$ cat src/rtl/alu16_flags.sv
module alu16_flags #(
  parameter int W = 16,
  parameter int FW = 8
) (
  input  logic         clk,
  input  logic         rst,
  input  logic         exec_i,
  input  logic [2:0]   op_i,
  input  logic [W-1:0] reg_a_i,
  input  logic [W-1:0] imm_i,
  output logic [W-1:0] result_o,
  output logic         wr_en_o,
  output logic [3:0]   flag_new_o,
  output logic         flag_upd_o,
  output logic [FW-1:0] flags_q_o
);
  localparam logic [2:0] OP_ADD = 3'd0, OP_SUB = 3'd1, OP_CMP = 3'd2,
                         OP_AND = 3'd3, OP_OR  = 3'd4, OP_XOR = 3'd5,
                         OP_NOT = 3'd6;
  localparam int MSB = W - 1;

  logic [W:0]   sum_x, dif_x;
  logic         is_arith, is_write, carry, ovf;
  logic [W-1:0] res;

  assign sum_x = {1'b0, reg_a_i} + {1'b0, imm_i};
  assign dif_x = {1'b0, reg_a_i} - {1'b0, imm_i};

  always_comb begin
    res      = '0;
    carry    = 1'b0;
    ovf      = 1'b0;
    is_arith = 1'b0;
    is_write = 1'b1;
    case (op_i)
      OP_ADD: begin
        res      = sum_x[W-1:0];
        carry    = sum_x[W];
        ovf      = (reg_a_i[MSB] == imm_i[MSB]) && (res[MSB] != reg_a_i[MSB]);
        is_arith = 1'b1;
      end
      OP_SUB, OP_CMP: begin
        res      = dif_x[W-1:0];
        carry    = dif_x[W];
        ovf      = (reg_a_i[MSB] != imm_i[MSB]) && (res[MSB] != reg_a_i[MSB]);
        is_arith = 1'b1;
        is_write = (op_i == OP_SUB);
      end
      OP_AND:  res = reg_a_i & imm_i;
      OP_OR:   res = reg_a_i | imm_i;
      OP_XOR:  res = reg_a_i ^ imm_i;
      OP_NOT:  res = ~reg_a_i;
      default: is_write = 1'b0;
    endcase
  end

  assign result_o   = res;
  assign wr_en_o    = exec_i && is_write;
  assign flag_upd_o = exec_i && is_arith;
  assign flag_new_o = {ovf, res[MSB], carry, (res == '0)};

  always_ff @(posedge clk) begin
    if (rst)             flags_q_o <= '0;
    else if (flag_upd_o) flags_q_o <= {{(FW-4){1'b0}}, flag_new_o};
  end
endmodule

$ cat config.mk
export PLATFORM = sky130hd
export DESIGN_NAME = alu16_flags
export DESIGN_NICKNAME = d
export VERILOG_FILES = /design/src/rtl/alu16_flags.sv
export SDC_FILE = /design/constraint.sdc
export NUM_CORES = 1
export LEC_CHECK = 0
export ABC_AREA = 1
export BUFFER_PORTS_ARGS = -buffer_cell sky130_fd_sc_hd__buf_2
export CAP_MARGIN = 40
export CORE_MARGIN = 3
export CORE_UTILIZATION = 28
export DETAILED_ROUTE_END_ITERATION = 8
export SYNTH_ARGS = -nofsm -noshare
export SYNTH_HDL_FRONTEND = slang
export SYNTH_SLANG_ARGS = --single-unit
$ cat constraint.sdc
create_clock -name clk -period 5.45 [get_ports clk]
set_input_delay 1.09 -clock clk [delete_from_list [all_inputs] [get_ports clk]]
set_output_delay 1.09 -clock clk [all_outputs]
set_load 0.02 [all_outputs]
==> impl_metrics.ini, run 1 <==
[status]
status = complete, no violations

[timing]
slew_headroom_pct = 55.6
setup_viol = 0
rsz0062_at_grt = no
hold_viol_final = 0
hold_ws_ns = 0.498
min_period_ns = 4.56
fin_ws_ns = 0.893
slew_violations = 0
final.period_utilization_pct = 83.6
finClkSkew_ns = 0
tightest_slew_ns = 0.665
finalSetupTns_ns = 0
fmax_mhz = 219

[layout]
finalNonFillerCells = 814
fin_util_pct = 32.7
regMostFlops = flags_q_o
drive_above_1_share_pct = 17.3
nNetsFinal = 764
nFillCells = 1365
top_regs = flags_q_o x4
largest_reg_flops = 4
area_growth_pct = 12.5
finish.instance_area_um2 = 3790
n_antenna_cell = 0

[floorplan]
row_count = 39
core_area_um2 = 11600
io_pins = 68
die_w_um = 116
start_util_pct = 29.0
dieHeight_um = 116
dieArea_um2 = 13400

[global_routing]
grt_usage_pct = 16.5
grt_max_degree = 17
grt_pass1_vias = 3718
antenna_found_initial = 0
grt_pass1_wl_um = 17900
grt_overflow = 0

[cts]
root_buffer = clkbuf_16
cts_hold_buf = 0
clk_pin_slew_ns = 0.03
clockBufferDepth = 2
post_cts_resized = 0
cts_buffers = 3
numClockSinks = 4
cts_max_level = 1
clk_latency_ns = 0.22
tritoncts = built
post_cts_buffers = 0

[worst_setup_path]
critical_path_required_ns = 4.36
ff2ff_setup_slack_ns = 4.74
critPathMaxFanout = 4
crit_type = in -> out
reg2reg_from = flags_q_o[1]$_SDFFE_PP0P_
r2r.worst_path.cells = 3
cp.arrival_ns = 3.47
cp-start-kind = input port
rr_endpoint = flags_q_o[1]$_SDFFE_PP0P_
end_kind = output pin

[synthesis]
netlist_area_um2 = 3370
syn_inst = 622
yosysWarnings = 0
avgSynthCellArea_um2 = 5.42
ys_seq_elements = 4
synth-seq-area-share_pct = 2.37
synth.distinct_cells = 36

[pwr]
power.total_uw = 541
p_leak_nw = 2.35
p_per_area_nw_per_um2 = 143
ir_drop_uv = 70.0

[drt]
route.detailed.drc = 0
dr.pass1.iters = 5
via_per_inst = 4.85
via_count = 3945
postRouteAntennaNets = 0
totalWireLength_um = 11100
drt_iter0_drc = 306
avgRoutedWirePerCell_um = 13.7

[placement]
dp_hpwl_um = 9190
port_buffers = 63
dp_slack_ns = 0.921
gp_congestion = 0.953
numPlacedInstances = 811
dpl_cell_area_um2 = 3720

[min_path]
min_to = flags_q_o[2]$_SDFFE_PP0P_
min-delay-start = flags_q_o[2]$_SDFFE_PP0P_
hold_depth = 2
hold_path.class = reg -> reg

[flow_run]
cap_violations = 0
[layout by cell type (no fill, tap or decap), types with 2 or more instances in the layout]
master     Yosys  layout
buf_4         12       3
dfxtp_1        4       4
fa_1           2       2
clkbuf_16      0       3
a211oi_1       2       2
nand2_1      171     171
ha_1          51      51
and2_1         3       3
inv_2         11      11
o21bai_1       5       5
nand2_2       16      16
o2111ai_1      2       2
a22oi_1        3       3
nor2_1        51      51
nand4_1        9       9
nor2_4         3       3
buf_2          5      63
nor2_2         8       8
nand3_1       60      60
o22ai_1       19      19
o21ai_0       13      13
a21oi_2        6       6
inv_1        126     126
conb_1         1       4
a21oi_1       22      22
[cells in the mapped netlist]
cell	instances	area share, %
nand2_1	171	19
inv_1	126	14
nand3_1	60	8.9
ha_1	51	19
nor2_1	51	5.7
a21oi_1	22	3.3
o22ai_1	19	3.5
nand2_2	16	3.0
o21ai_0	13	1.9
buf_4	12	2.7
inv_2	11	1.2
nand4_1	9	1.7
nor2_2	8	1.5
a21oi_2	6	1.6
buf_6	6	2.0
buf_2	5	0.74
o21bai_1	5	1.1
dfxtp_1	4	2.4
a22oi_1	3	0.67
and2_1	3	0.56
nor2_4	3	1.0
a211oi_1	2	0.45
fa_1	2	1.2
o2111ai_1	2	0.52
a221oi_1	1	0.26
a31oi_1	1	0.19
clkinv_1	1	0.11
conb_1	1	0.11
inv_4	1	0.19
nand3_2	1	0.30
nor3_1	1	0.15
nor3_2	1	0.30
o211ai_1	1	0.22
o221ai_1	1	0.26
or2_1	1	0.19
xor2_1	1	0.26
[critical path: stages]
cell,delay (ns)
buf_2,0.10
ha_1,0.27
inv_1,0.08
fa_1,0.38
inv_1,0.11
nand3_1,0.11
nand3_1,0.14
nand2_1,0.06
nand3_1,0.09
nand2_1,0.06
nor2_1,0.24
nand2_1,0.11
nor2_1,0.10
nand2_1,0.08
nor2_2,0.12
nand3_2,0.10
inv_1,0.06
buf_2,0.15
[worst max path at each step]
stage / start / end / slack [ns] / cells past startpoint
detailed placement: imm_i[0] / flag_new_o[0] / 0.92 / 18
CTS: imm_i[0] / flag_new_o[0] / 0.91 / 18
floorplan: reg_a_i[0] / flag_new_o[0] / 1.55 / 14
global placement: imm_i[0] / flag_new_o[0] / 0.88 / 18
finish: imm_i[0] / flag_new_o[0] / 0.89 / 18
global route: imm_i[0] / flag_new_o[0] / 0.64 / 18
[cell type report]
| type | instances | area [um^2] | area share (%) |
|---|---|---|---|
| repair buffers | 66 | 338 | 8.91 |
| well taps | 143 | 179 | 4.72 |
| multi-input cells | 459 | 2600 | 68.5 |
| flip-flops and latches | 4 | 80.1 | 2.11 |
| clock buffers | 3 | 75.1 | 1.98 |
| inverters | 139 | 524 | 13.8 |
[power by group]
group	switching, mW	leakage, nW	internal, mW	total (mW)
registers	0.000757	0.0328	0.0314	0.0321
logic	0.271	2.28	0.125	0.396
clock network	0.0195	0.0370	0.0936	0.113
total	0.291	2.35	0.250	0.541
[cells by family after synthesis]
group,share of synthesized area (%)
AOI/OAI and AO/OA,14.0
xor gates and xnor gates,0.260
adders and majority gates,20.1
buffers and inverters,21.0
DFF,2.37
other,0.111
and+or+nand+nor,42.2
[layer usage]
metal / vias to the layer above / routed length, um / GRT usage, % / share of wire, %
met5: - / 0 / 0 / 0
met4: 0 / 89 / 2.09 / 0.80
met3: 9 / 872 / 1.41 / 7.8
met2: 155 / 4910 / 27.4 / 44
met1: 1756 / 5250 / 24.0 / 47
li1: 2025 / - / - / -
(Power assumes the default switching activity.)
==> run 2: changes to the inputs <==
--- a/config.mk
+++ b/config.mk
@@ -5,7 +5,7 @@
 export SDC_FILE = /design/constraint.sdc
 export NUM_CORES = 1
 export LEC_CHECK = 0
-export ABC_AREA = 1
+export ABC_AREA = 0
 export BUFFER_PORTS_ARGS = -buffer_cell sky130_fd_sc_hd__buf_2
 export CAP_MARGIN = 40
 export CORE_MARGIN = 3
==> constraint.sdc (replaced) <==
create_clock -name clk -period 3.72 [get_ports clk]
set_input_delay 0.744 -clock clk [delete_from_list [all_inputs] [get_ports clk]]
set_output_delay 0.744 -clock clk [all_outputs]
set_load 0.02 [all_outputs]
==> impl_metrics.ini, run 2 <==
[layout]
area_growth_pct = 74.7
nFillCells = 1080
seqCellArea_um2 = 80.1
nNetsFinal = 802
largest_reg_flops = 4
regMostFlops = flags_q_o
finalNonFillerCells = 849
top_regs = flags_q_o x4
finish.instance_area_um2 = 5690
final_cell_mix = 198 x buf_4, 48 x buf_2, 42 x inv_1, 42 x ha_1, 34 x nor2_1
drive_above_1_share_pct = 48.9
layout_commonest_cell = buf_4
fin_util_pct = 51.4
n_antenna_cell = 0
multi_input_area_um2 = 3170

[worst_setup_path]
end_kind = output pin
slowest_delay_ns = 0.54
cp-start-kind = input port
path_cells = buf_12 > inv_12 > ha_4 > inv_2 > fa_2 > nor3b_4 > o41ai_2 > a21oi_1 > or4b_4 > nand3b_1 > or4_1 > or4_4 > or4_4 > nor2_4 > buf_6
crit_type = in -> out
cp_num_buf_inv = 4
reg2reg_from = flags_q_o[3]$_SDFFE_PP0P_
cp.arrival_ns = 4.33
crit_slowest_cell = or4b_4
path_delay_family = simple AND/OR/NAND/NOR gates
r2r.worst_path.cells = 2
rr_endpoint = flags_q_o[3]$_SDFFE_PP0P_
critPathMaxFanout = 3
cpMostUsedCell = or4_4
critical_path_required_ns = 2.98
ff2ff_setup_slack_ns = 3.07

[timing]
rsz0062_at_grt = yes
hold_viol_final = 0
finClkSkew_ns = 0
setup_viol = 11
min_period_ns = 5.07
slew_violations = 0
fmax_mhz = 197
tightest_slew_ns = 0.843
fin_ws_ns = -1.35
slew_headroom_pct = 43.7
final.period_utilization_pct = 136

[pwr]
p_per_area_nw_per_um2 = 200
p_leak_nw = 2.82
p_sw_uw = 497
p_sw_share_pct = 43.6
ir_drop_uv = 271
power.share.clock_pct = 14.6
share_seq_of_total_power_pct = 4.1
pwr-share-comb_pct = 81.3
power.internal_uw = 641

[floorplan]
dieArea_um2 = 13000
row_count = 38
io_pins = 68
dieHeight_um = 114
die_w_um = 114
core_area_um2 = 11100
start_util_pct = 29.4

[global_routing]
grt_overflow = 0
grt_max_degree = 14
grt_pass1_wl_um = 22000
grt_usage_pct = 20.4
antenna_found_initial = 0
grt_pass1_vias = 4608

[cts]
root_buffer = clkbuf_16
clk_pin_slew_ns = 0.03
numClockSinks = 4
clk_latency_ns = 0.22
cts_max_level = 1
cts_buffers = 3
tritoncts = built
clockBufferDepth = 2

[min_path]
min_to = flags_q_o[2]$_SDFFE_PP0P_
hold_depth = 2
hold_path.class = reg -> reg
min-delay-start = flags_q_o[2]$_SDFFE_PP0P_

[placement]
dp_slack_ns = -1.60
dp_hpwl_um = 10900
numPlacedInstances = 829
gp_congestion = 0.969
port_buffers = 63
dpl_cell_area_um2 = 5080

[drt]
avgRoutedWirePerCell_um = 15.9
drt_iter0_drc = 244
dr.pass1.iters = 5
postRouteAntennaNets = 0
via_count = 4505
via_per_inst = 5.31
totalWireLength_um = 13500
route.detailed.drc = 0

[synthesis]
syn_inst = 472
ys_seq_elements = 4
synth_async_sr_flop_share_pct = 0
synth-seq-area-share_pct = 2.46
synth.distinct_cells = 73
yosys-top-cells-area = ha_1 20%, inv_1 5.6%, a21oi_1 5.2%
synth.most_common_cell = ha_1
synth_edf_count = 0
avgSynthCellArea_um2 = 6.90
yosysWarnings = 0
synth_ff_type = dfxtp_1
synth_common_cells = 51 x ha_1, 49 x inv_1, 38 x nor2_1, 34 x a21oi_1, 31 x nand2_1
yosysTopAreaCell = ha_1
yosysTopAreaCellShare_pct = 19.6
netlist_area_um2 = 3260

[flow_run]
cap_violations = 0

[status]
status = complete, but fails checks
violations = negative setup slack
==> run 2: worst reg2reg max path: stages, from the launching register on <==
cell	delay, ns
dfxtp_1	0.31
nor2_1	0.04
a211oi_1	0.21
==> run 2: area by class of cell <==
class | count | area share [%]
inverter | 49 | 3.50
clock buffer | 3 | 1.32
timing repair buffer | 268 | 35.0
tap | 140 | 3.08
sequential | 4 | 1.41
multi-input combinational | 385 | 55.7
==> run 2: worst max path at each step <==
stage               slack [ns]            end        from  depth (start not counted)
CTS                      -1.35  flag_new_o[0]  reg_a_i[0]                         15
detailed placement       -1.60  flag_new_o[0]  reg_a_i[0]                         15
global placement         -1.51  flag_new_o[0]  reg_a_i[0]                         15
global route             -1.43  flag_new_o[0]  reg_a_i[0]                         15
finish                   -1.35  flag_new_o[0]  reg_a_i[0]                         15
floorplan                -1.11  flag_new_o[0]  reg_a_i[0]                         13
==> run 2: power groups by stage <==
stage	Combinational, mW	Sequential, mW	Clock (mW)
after CTS	0.878	0.0462	0.169
after global routing	0.999	0.0464	0.172
after global placement	0.793	0.0467	0
final	0.925	0.0462	0.167
after floorplan	0.422	0.0495	0
after detailed placement	0.806	0.0468	0
==> run 2: kinds of logic after synthesis <==
| family | share of synthesized area, % |
|---|---|
| AOI/OAI and AO/OA | 33.6 |
| xor gates and xnor gates | 1.88 |
| adders and majority gates | 20.8 |
| buffers and inverters | 11.9 |
| DFF | 2.46 |
| muxes | 4.69 |
| other | 0.115 |
| and+or+nand+nor | 24.5 |
==> run 2: timing repair <==
action | in CTS | in global routing
setup endpoints to repair | 15 | 15
buffers inserted | 15 | 6
hold buffers | 0 | 0
pin swaps | 26 | 13
endpoints found under the hold margin | 0 | 0
gates resized for setup | 67 | 35
gates cloned | 0 | 0
==> run 2: routing by layer <==
layer / wire [um] / global-route usage (%)
met4: 345 / 6.25
met1: 5850 / 26.0
met5: 0 / 0
met3: 596 / 1.27
met2: 6690 / 36.7
==> run 2: stage by stage <==
stage | hold slack [ns] | total power [mW] | TNS, ns
after floorplan | 0.566 | 0.471 | -1.71
after CTS | 0.494 | 1.09 | -5.67
final | 0.496 | 1.14 | -5.56
after global placement | 0.476 | 0.839 | -6.77
after detailed placement | 0.490 | 0.853 | -7.61
after global routing | 0.537 | 1.22 | -6.86
==> run 3: changes to the inputs <==
--- a/config.mk
+++ b/config.mk
@@ -11,6 +11,7 @@
 export CORE_MARGIN = 3
 export CORE_UTILIZATION = 28
 export DETAILED_ROUTE_END_ITERATION = 8
+export PLACE_DENSITY = 0.47
 export SYNTH_ARGS = -nofsm -noshare
 export SYNTH_HDL_FRONTEND = slang
 export SYNTH_SLANG_ARGS = --single-unit
==> impl_metrics.ini, run 3 (synthesized netlist as in run 2, its figures left out) <==
[status]
status = complete, but fails checks
violations = negative setup slack

[timing]
fin_ws_ns = -1.41
hold_viol_final = 0
fmax_mhz = 195
min_period_ns = 5.13
slew_violations = 0
slew_headroom_pct = 44.1
rsz0062_at_grt = yes
finClkSkew_ns = 0
setup_viol = 11
final.period_utilization_pct = 138
tightest_slew_ns = 0.836
hold_ws_ns = 0.487

[floorplan]
io_pins = 68
dieHeight_um = 114
core_area_um2 = 11100
dieArea_um2 = 13000
die_w_um = 114
start_util_pct = 29.4
row_count = 38

[pwr]
p_per_area_nw_per_um2 = 200
p_leak_nw = 2.86
ir_drop_uv = 302
power.total_mw = 1.20

[drt]
dr.pass1.iters = 4
via_count = 4404
avgRoutedWirePerCell_um = 16.2
postRouteAntennaNets = 0
drt_iter0_drc = 137
totalWireLength_um = 13800
route.detailed.drc = 0
via_per_inst = 5.18

[layout]
largest_reg_flops = 4
finish.instance_area_um2 = 6000
final_cell_mix = 185 x buf_4, 48 x buf_2, 38 x inv_1
n_antenna_cell = 0
regMostFlops = flags_q_o
top_regs = flags_q_o x4
layout_commonest_cell = buf_4
nNetsFinal = 803
drive_above_1_share_pct = 52.4
area_growth_pct = 84.3

[cts]
clockBufferDepth = 2
numClockSinks = 4
clk_latency_ns = 0.23
root_buffer = clkbuf_16
cts_max_level = 1
clk_pin_slew_ns = 0.03
tritoncts = built
cts_hold_buf = 0
cts_buffers = 3

[worst_setup_path]
crit_type = in -> out
cp.arrival_ns = 4.39
startpoint = reg_a_i[0]
cp-start-kind = input port
critPathMaxFanout = 3
reg2reg_from = flags_q_o[0]$_SDFFE_PP0P_
critical_path_required_ns = 2.98
end_kind = output pin

[placement]
port_buffers = 63
gp_congestion = 0.993
dpl_cell_area_um2 = 5040
dp_hpwl_um = 11100

[min_path]
min-delay-start = flags_q_o[2]$_SDFFE_PP0P_
hold_path.class = reg -> reg

[global_routing]
grt_max_degree = 14
grt_pass1_vias = 4434
grt_pass1_wl_um = 21800
grt_overflow = 0
antenna_found_initial = 0
grt_usage_pct = 20.3

[flow_run]
cap_violations = 0
run 3: area by class of cell:
type / instances / area, um^2
Clock buffer: 3 / 75.1
Fill cell: 1054 / 5070
Inverter: 49 / 201
Multi-Input combinational cell: 385 / 3400
Sequential cell: 4 / 80.1
Tap cell: 140 / 175
Timing Repair Buffer: 269 / 2070
run 3: through the flow:
step / std cells / util (%) / setup TNS, ns / worst slack (ns)
after global routing: 850 / 54.2 / -6.74 / -1.53
after CTS: 836 / 49.3 / -4.68 / -1.37
after floorplan: 475 / - / -1.71 / -1.11
after global placement: 822 / 45.5 / -7.24 / -1.50
after detailed placement: 822 / 45.5 / -7.73 / -1.57
final: 850 / 54.2 / -5.29 / -1.41
run 3: critical path, stage by stage:
cell and delay [ns]:
buf_12 0.09, buf_4 0.11, ha_4 0.13, inv_2 0.03, fa_2 0.36, mux2i_1 0.18, xnor2_1 0.16, mux2i_1 0.11
mux2_2 0.28, or3_1 0.39, or4_4 0.54, or4_4 0.45, or4_4 0.56, nor2_4 0.12, buf_6 0.12
run 3: final timing paths:
kind,end,slack (ns),depth (start not counted)
hold reg to reg,flags_q_o[2]$_SDFFE_PP0P_,0.49,2
setup reg to reg,flags_q_o[0]$_SDFFE_PP0P_,3.06,2
hold / removal,flags_q_o[2]$_SDFFE_PP0P_,0.49,2
setup / recovery,flag_new_o[0],-1.41,15
run 3: where the power goes:
part / switching, mW / internal [mW] / total, mW
combinational: 0.493 / 0.495 / 0.988
clock: 0.0316 / 0.137 / 0.169
sequential: 0.000836 / 0.0453 / 0.0462
run 3: repair_timing:
action / 4_1_cts / 5_1_grt
setup endpoints to repair: 15 / 14
cloned: 0 / 0
resized for setup: 62 / 100
pin swaps: 18 / 30
setup buffers: 11 / 16
hold endpoints to repair: 0 / 0
run 3: layer usage:
| layer | global-route usage (%) | routed length (um) | up-vias |
|---|---|---|---|
| li1 | - | - | 2189 |
| met4 | 5.23 | 291 | 0 |
| met5 | 0 | 0 | - |
| met2 | 36.9 | 6900 | 121 |
| met1 | 25.9 | 5970 | 2069 |
| met3 | 1.43 | 631 | 25 |
